**config.mk**
```make
export PLATFORM = sky130hd
export DESIGN_NAME = segpage_xlate
export DESIGN_NICKNAME = d
export VERILOG_FILES = /design/src/rtl/segpage_pkg.sv /design/src/rtl/segpage_segtab.sv /design/src/rtl/segpage_walk.sv /design/src/rtl/segpage_xlate.sv
export SDC_FILE = /design/constraint.sdc
export NUM_CORES = 1
export LEC_CHECK = 0
export BUFFER_PORTS_ARGS = -buffer_cell sky130_fd_sc_hd__buf_2
export CORE_MARGIN = 2
export CORE_UTILIZATION = 58
export CTS_BUF_LIST = sky130_fd_sc_hd__clkbuf_8
export CTS_CLUSTER_DIAMETER = 100
export DETAILED_ROUTE_END_ITERATION = 6
export PLACE_DENSITY = 0.77
export SLEW_MARGIN = 20
export SYNTH_ARGS = -nofsm -noshare
export SYNTH_HDL_FRONTEND = slang
export SYNTH_SLANG_ARGS = --single-unit
```
**constraint.sdc**
```tcl
create_clock -name clk -period 10.3 [get_ports clk]
set_clock_uncertainty 0.05 [all_clocks]
set_input_delay 0.515 -clock clk [delete_from_list [all_inputs] [get_ports clk]]
set_output_delay 0.515 -clock clk [all_outputs]
set_load 0.02 [all_outputs]
```
**src/rtl/segpage_pkg.sv**
```systemverilog
package segpage_pkg;

  localparam int DEF_ADDR_W  = 32;
  localparam int DEF_SEG_W   = 2;
  localparam int DEF_OFF_W   = 12;
  localparam int DEF_SYS_SEG = 3;

  typedef enum logic [2:0] {
    ST_IDLE,
    ST_SEG_LOOKUP,
    ST_PTE_ADDR_XLATE,
    ST_PTE_FETCH,
    ST_DONE
  } walk_st_e;

endpackage

```
**src/rtl/segpage_segtab.sv**
```systemverilog
module segpage_segtab #(
  parameter int ADDR_W = 32,
  parameter int SEG_W  = 2,
  parameter int LIM_W  = 19
) (
  input  logic              clk,
  input  logic              rst_n,
  input  logic              we,
  input  logic [SEG_W-1:0]  widx,
  input  logic [ADDR_W-1:0] wbase,
  input  logic [LIM_W-1:0]  wlimit,
  input  logic              wphys,
  input  logic [SEG_W-1:0]  idx_a,
  output logic [ADDR_W-1:0] base_a,
  output logic [LIM_W-1:0]  lim_a,
  output logic              phys_a,
  input  logic [SEG_W-1:0]  idx_b,
  output logic [ADDR_W-1:0] base_b,
  output logic [LIM_W-1:0]  lim_b,
  output logic              phys_b
);

  localparam int NSEG = 1 << SEG_W;

  logic [ADDR_W-1:0] base_v [NSEG];
  logic [LIM_W-1:0]  lim_v  [NSEG];
  logic              phys_v [NSEG];

  for (genvar g = 0; g < NSEG; g++) begin : g_ent
    logic [ADDR_W-1:0] base_q;
    logic [LIM_W-1:0]  lim_q;
    logic              phys_q;

    always_ff @(posedge clk or negedge rst_n) begin
      if (!rst_n) begin
        base_q <= '0;
        lim_q  <= '0;
        phys_q <= 1'b0;
      end else if (we && (widx == SEG_W'(g))) begin
        base_q <= wbase;
        lim_q  <= wlimit;
        phys_q <= wphys;
      end
    end

    assign base_v[g] = base_q;
    assign lim_v[g]  = lim_q;
    assign phys_v[g] = phys_q;
  end

  assign base_a = base_v[idx_a];
  assign lim_a  = lim_v[idx_a];
  assign phys_a = phys_v[idx_a];
  assign base_b = base_v[idx_b];
  assign lim_b  = lim_v[idx_b];
  assign phys_b = phys_v[idx_b];

endmodule

```
**src/rtl/segpage_walk.sv**
```systemverilog
module segpage_walk
  import segpage_pkg::*;
#(
  parameter int ADDR_W  = 32,
  parameter int SEG_W   = 2,
  parameter int OFF_W   = 12,
  parameter int SYS_SEG = 3,
  parameter int LIM_W   = 19
) (
  input  logic              clk,
  input  logic              rst_n,
  input  logic              req_valid,
  input  logic [ADDR_W-1:0] req_va,
  output logic              req_ready,
  output logic              rsp_valid,
  input  logic              rsp_ready,
  output logic [ADDR_W-1:0] rsp_pa,
  output logic              rsp_fault,
  output logic [SEG_W-1:0]  idx_a,
  input  logic [ADDR_W-1:0] base_a,
  input  logic [LIM_W-1:0]  lim_a,
  input  logic              phys_a,
  output logic [SEG_W-1:0]  idx_b,
  input  logic [ADDR_W-1:0] base_b,
  input  logic [LIM_W-1:0]  lim_b,
  input  logic              phys_b,
  output logic              mem_req,
  output logic [ADDR_W-1:0] mem_addr,
  input  logic              mem_rvalid,
  input  logic [ADDR_W-1:0] mem_rdata,
  output logic              ev_bound_fault,
  output logic              ev_sys_virt,
  output logic              ev_nest_fault
);

  localparam int VPN_W = ADDR_W - SEG_W - OFF_W;

  function automatic logic [SEG_W-1:0] f_seg(input logic [ADDR_W-1:0] a);
    return a[ADDR_W-1 -: SEG_W];
  endfunction

  function automatic logic [VPN_W-1:0] f_vpn(input logic [ADDR_W-1:0] a);
    return a[OFF_W +: VPN_W];
  endfunction

  function automatic logic [OFF_W-1:0] f_off(input logic [ADDR_W-1:0] a);
    return a[OFF_W-1:0];
  endfunction

  // Entry address: table base plus four bytes per page.
  function automatic logic [ADDR_W-1:0] f_pte_addr(input logic [ADDR_W-1:0] base,
                                                   input logic [VPN_W-1:0]  vpn);
    return base + (ADDR_W'(vpn) << 2);
  endfunction

  // Page number of the entry placed above the offset; entry's low bits dropped.
  function automatic logic [ADDR_W-1:0] f_join(input logic [ADDR_W-1:0] pte,
                                               input logic [OFF_W-1:0]  off);
    return {pte[ADDR_W-1:OFF_W], off};
  endfunction

  function automatic logic f_over(input logic [VPN_W-1:0] vpn,
                                  input logic [LIM_W-1:0] lim);
    return LIM_W'(vpn) >= lim;
  endfunction

  walk_st_e          st_q;
  logic [ADDR_W-1:0] va_q;
  logic [ADDR_W-1:0] ptea_q;
  logic [ADDR_W-1:0] addr_q;
  logic [ADDR_W-1:0] pa_q;
  logic              fault_q;
  logic              wait_q;

  logic [ADDR_W-1:0] l_pte_addr;
  logic              l_bound;
  logic              l_sysvirt;
  logic              l_nest;
  logic              l_any_fault;
  logic              in_lookup;
  logic              in_read;

  assign in_lookup  = (st_q == ST_SEG_LOOKUP);
  assign in_read    = (st_q == ST_PTE_ADDR_XLATE) || (st_q == ST_PTE_FETCH);

  assign idx_a      = f_seg(va_q);
  assign l_pte_addr = f_pte_addr(base_a, f_vpn(va_q));
  assign idx_b      = f_seg(l_pte_addr);

  always_comb begin
    l_bound   = f_over(f_vpn(va_q), lim_a);
    l_sysvirt = !phys_a && (idx_a == SEG_W'(SYS_SEG));
    l_nest    = !phys_a && !l_sysvirt && (!phys_b || f_over(f_vpn(l_pte_addr), lim_b));
    l_any_fault = l_bound || l_sysvirt || l_nest;
  end

  assign ev_bound_fault = in_lookup && l_bound;
  assign ev_sys_virt    = in_lookup && !l_bound && l_sysvirt;
  assign ev_nest_fault  = in_lookup && !l_bound && l_nest;

  assign req_ready = (st_q == ST_IDLE);
  assign rsp_valid = (st_q == ST_DONE);
  assign rsp_pa    = pa_q;
  assign rsp_fault = fault_q;
  assign mem_req   = in_read && !wait_q;
  assign mem_addr  = addr_q;

  always_ff @(posedge clk or negedge rst_n) begin
    if (!rst_n) begin
      st_q    <= ST_IDLE;
      va_q    <= '0;
      ptea_q  <= '0;
      addr_q  <= '0;
      pa_q    <= '0;
      fault_q <= 1'b0;
      wait_q  <= 1'b0;
    end else begin
      unique case (st_q)
        ST_IDLE: begin
          if (req_valid) begin
            va_q    <= req_va;
            fault_q <= 1'b0;
            st_q    <= ST_SEG_LOOKUP;
          end
        end
        ST_SEG_LOOKUP: begin
          if (l_any_fault) begin
            fault_q <= 1'b1;
            pa_q    <= '0;
            st_q    <= ST_DONE;
          end else if (phys_a) begin
            addr_q <= l_pte_addr;
            st_q   <= ST_PTE_FETCH;
          end else begin
            ptea_q <= l_pte_addr;
            addr_q <= f_pte_addr(base_b, f_vpn(l_pte_addr));
            st_q   <= ST_PTE_ADDR_XLATE;
          end
        end
        ST_PTE_ADDR_XLATE: begin
          if (!wait_q) begin
            wait_q <= 1'b1;
          end else if (mem_rvalid) begin
            wait_q <= 1'b0;
            addr_q <= f_join(mem_rdata, f_off(ptea_q));
            st_q   <= ST_PTE_FETCH;
          end
        end
        ST_PTE_FETCH: begin
          if (!wait_q) begin
            wait_q <= 1'b1;
          end else if (mem_rvalid) begin
            wait_q <= 1'b0;
            pa_q   <= f_join(mem_rdata, f_off(va_q));
            st_q   <= ST_DONE;
          end
        end
        ST_DONE: begin
          if (rsp_ready) st_q <= ST_IDLE;
        end
        default: st_q <= ST_IDLE;
      endcase
    end
  end

endmodule

```
**src/rtl/segpage_xlate.sv**
```systemverilog
module segpage_xlate
  import segpage_pkg::*;
#(
  parameter int ADDR_W  = DEF_ADDR_W,
  parameter int SEG_W   = DEF_SEG_W,
  parameter int OFF_W   = DEF_OFF_W,
  parameter int SYS_SEG = DEF_SYS_SEG,
  parameter int LIM_W   = ADDR_W - SEG_W - OFF_W + 1
) (
  input  logic              clk,
  input  logic              rst_n,
  input  logic              req_valid,
  output logic              req_ready,
  input  logic [ADDR_W-1:0] req_va,
  output logic              rsp_valid,
  input  logic              rsp_ready,
  output logic [ADDR_W-1:0] rsp_pa,
  output logic              rsp_fault,
  input  logic              seg_we,
  input  logic [SEG_W-1:0]  seg_widx,
  input  logic [ADDR_W-1:0] seg_wbase,
  input  logic [LIM_W-1:0]  seg_wlimit,
  input  logic              seg_wphys,
  output logic              mem_req,
  output logic [ADDR_W-1:0] mem_addr,
  input  logic              mem_rvalid,
  input  logic [ADDR_W-1:0] mem_rdata
);

  logic [SEG_W-1:0]  idx_a, idx_b;
  logic [ADDR_W-1:0] base_a, base_b;
  logic [LIM_W-1:0]  lim_a, lim_b;
  logic              phys_a, phys_b;
  logic              ev_bound_fault;
  logic              ev_sys_virt;
  logic              ev_nest_fault;

  segpage_segtab #(
    .ADDR_W(ADDR_W), .SEG_W(SEG_W), .LIM_W(LIM_W)
  ) u_tab (
    .clk(clk), .rst_n(rst_n),
    .we(seg_we), .widx(seg_widx), .wbase(seg_wbase),
    .wlimit(seg_wlimit), .wphys(seg_wphys),
    .idx_a(idx_a), .base_a(base_a), .lim_a(lim_a), .phys_a(phys_a),
    .idx_b(idx_b), .base_b(base_b), .lim_b(lim_b), .phys_b(phys_b)
  );

  segpage_walk #(
    .ADDR_W(ADDR_W), .SEG_W(SEG_W), .OFF_W(OFF_W),
    .SYS_SEG(SYS_SEG), .LIM_W(LIM_W)
  ) u_walk (
    .clk(clk), .rst_n(rst_n),
    .req_valid(req_valid), .req_va(req_va), .req_ready(req_ready),
    .rsp_valid(rsp_valid), .rsp_ready(rsp_ready),
    .rsp_pa(rsp_pa), .rsp_fault(rsp_fault),
    .idx_a(idx_a), .base_a(base_a), .lim_a(lim_a), .phys_a(phys_a),
    .idx_b(idx_b), .base_b(base_b), .lim_b(lim_b), .phys_b(phys_b),
    .mem_req(mem_req), .mem_addr(mem_addr),
    .mem_rvalid(mem_rvalid), .mem_rdata(mem_rdata),
    .ev_bound_fault(ev_bound_fault), .ev_sys_virt(ev_sys_virt),
    .ev_nest_fault(ev_nest_fault)
  );

endmodule

```
==> results by group <==
Setup path
  • Worst path max stage delay: 0.79 ns
  • Buf+Inv Stages, Crit Path: 3
  • Worst Setup End Kind: flip-flop
  • Crit path max-delay family: compound AO/OA/AOI/OAI gates
  • Startpoint types: flip-flop
  • Worst EP required: 10.78 ns
  • Crit. path cell count: 26
  • Slowest cell on crit path: dfrtp_4
  • Reg2reg path depth: 26
  • Worst Path Arrival: 8.61 ns
  • CP max FO: 37
  • Setup CP Type: flip-flop to flip-flop

Layout
  • Fillcell total: approximately 2400
  • Fin area: 21140 um^2
  • Share of cells above drive strength 1: 31.77%
  • Area growth syn-to-layout: 13.21%
  • Final net count: 2099
  • Final Non-Filler Cells: 2344
  • Inserted Diodes: 0
  • Most common cell after layout, fill and taps aside: dfrtp_1
  • Most frequent cells in the layout: dfrtp_1, nand2_1, mux2_2

Detailed routing
  • DR vias: 15080
  • TritonRoute pass-1 iters: 6
  • Total wire length: 52300 um
  • Vias/cell: 6.435
  • WL/cell: 22.31 um
  • Remaining DRCs: 0
  • Final antenna-violating net count: 0
  • First DRT Iteration DRCs: 1531

Timing
  • Slew @ Worst Pin: 0.9519 ns
  • Final period util: 78.85%
  • Final setup viols: 0
  • Setup WS post-layout: 2.178 ns
  • Setup_tns: 0 ns
  • Slew headroom: a little over a third
  • RSZ-0062 raised after global routing: no
  • Endpoints failing hold: 0
  • Max Transition Viols Final: 0
  • F_max: about 0.12 GHz
  • Min Clock Period, post-route: between 8 and 9 ns

Clocking
  • Clock transition at the registers of the reported paths: 0.06 ns
  • Clock root buffer: clkbuf_8
  • Worst-Skew Late Latency: about 0.6 ns
  • # resized after CTS: 0
  • Maximum buffer depth of the clock tree: 3
  • CTS sink cnt: 321
  • Num CTS Buffers: 54
  • H-Tree Depth: 2
  • CTS tree: built

Die
  • Die Area: 33650 um^2
  • Initial core utilization: 59.03%
  • Die width: 183.4 um
  • Io pins: 192
  • Die span in y: 183.4 um
  • Area of the core: ~32000 um^2
  • Number of cell rows: 65

Global routing
  • Vias in the first global route: 14710
  • Gr usage total: a little under a third
  • First-pass GRT wire length: 81900 um
  • Initial antenna violation count: 0
  • Largest net degree at the start of global routing: 130
  • Gr ovfl total: 0

Yosys
  • Dominant cells by area after synthesis: dfrtp_1, mux2_2, nand2_1
  • Post-synthesis sequential area ratio: 43.01%
  • Syn Area/Cell: 10.76 um^2
  • Register bit total from synthesis: 321
  • Asr flop ratio synth: 100.0%
  • Unique masters post-synth: 76
  • Synth Cell Area: 18680 um^2
  • Area share of the leading cell type in the synthesized netlist: 43.01%
  • Cell taking the most area after synthesis: dfrtp_1
  • Syn nets: about 1900
  • Number of flops mapped to enable cells by yosys: 0
  • Mapped Cells: 1736
  • Syn. warnings: 0
  • Ys flop type: dfrtp_1

Place
  • Final HPWL DP: 36350 um
  • Post-Place Cells: 2246
  • Final RePlAce weighted congestion: around 0.97
  • Setup WS pre-CTS: 2.376 ns
  • Cell Area, Placed: around 20000 um^2
  • I/O Buffers: 179

Min path
  • Class of the worst hold path: input port to flip-flop
  • Hold path cells: 2

Flow run
  • Max Cap Viol: 0

Run status
  • Status: completed
==> flip-flops by register name, indices dropped and copies added (netlist names) <==
signal / count
u_tab.g_ent.base_q: 128
u_tab.g_ent.lim_q: 76
u_walk.mem_addr: 32
u_walk.rsp_pa: 32
u_walk.va_q: 32
u_walk.ptea_q: 12
u_tab.g_ent.phys_q: 4
u_walk.st_q: 3
u_walk.rsp_fault: 1
u_walk.wait_q: 1
==> per-stage QoR <==
stage | util [%] | hold slack, ns
after floorplan | - | 0.1694
after global placement | 63.12 | 0.4069
after detailed placement | 63.12 | 0.4121
after CTS | 66.83 | 0.04851
after global routing | 66.83 | 0.05940
final | 66.83 | 0.07463
==> layer usage <==
layer / track usage (%) / share of wire, % / vias to the layer above
met5: 0 / 0 / -
met4: 11.55 / 3.4 / 0
met3: 6.260 / 9.4 / 130
met2: 49.42 / 46 / 734
met1: 42.98 / 41 / 7504
li1: - / - / 6715
==> path summary, 6_finish.rpt <==
kind,from,to,slack [ns]
worst max-delay path,u_walk.va_q[30],u_walk.mem_addr[17],2.18
worst min-delay path,rsp_ready,u_walk.st_q[2],0.07
worst max register to register,u_walk.va_q[30],u_walk.mem_addr[17],2.18
worst min register to register,u_walk.mem_addr[26],u_walk.mem_addr[26],0.42
max in group asynchronous,rst_n,u_tab.g_ent[1].lim_q[5],7.65
min in group asynchronous,rst_n,u_walk.rsp_pa[24],0.47
==> Yosys cell counts, drive strengths merged, types with 4 or more instances <==
cell and instances:
o211ai 17, o21bai 4, nor2 52, a21oi 63, a21o 21, a311oi 5, dfrtp 321, nor2b 13
buf 33, a211o 5, a22o 33, xor2 16, a211oi 16, mux2 257, nor4 9, xnor2 26
mux2i 8, ha 72, and2 8, o21ai 80, mux4 50, and3 29, inv 33, nand4 9
nand2 275, o21a 12, a31oi 29, o311ai 5, a221oi 6, o22ai 5, clkbuf 70, nor3 13
o31a 4, or3 4, nand3 65, nand2b 16, o31ai 10
==> cells by family (layout without fill, tap and decap cells) <==
kind of cell	Yosys count	count (layout)	share of synthesized area (%)
xor+xnor	42	42	1.970
compound gates	340	340	12.40
simple gates	508	508	12.41
buf+inv	136	342	3.075
mux	315	315	22.10
flops	321	321	43.01
fa+ha+maj	74	74	5.038
==> cell type report <==
type / instances / area (um^2) / area share, %
Inverter: 33 / 123.9 / 0.5859
Sequential cell: 321 / 8038 / 38.02
Clock inverter: 27 / 198.9 / 0.9409
Multi-Input combinational cell: 1279 / 10130 / 47.93
Timing Repair Buffer: 212 / 1181 / 5.586
Tap cell: 402 / 503.0 / 2.379
Clock buffer: 70 / 963.4 / 4.557
==> timing repair <==
action | 4_1_cts | 5_1_grt
hold buffers | 1 | 0
setup buffers | 0 | 0
endpoints found under the hold margin | 93 | 0
Power is left out: the tool's default activity adds up to more than one toggle a clock period on the data nets, which glitch-free logic cannot reach.
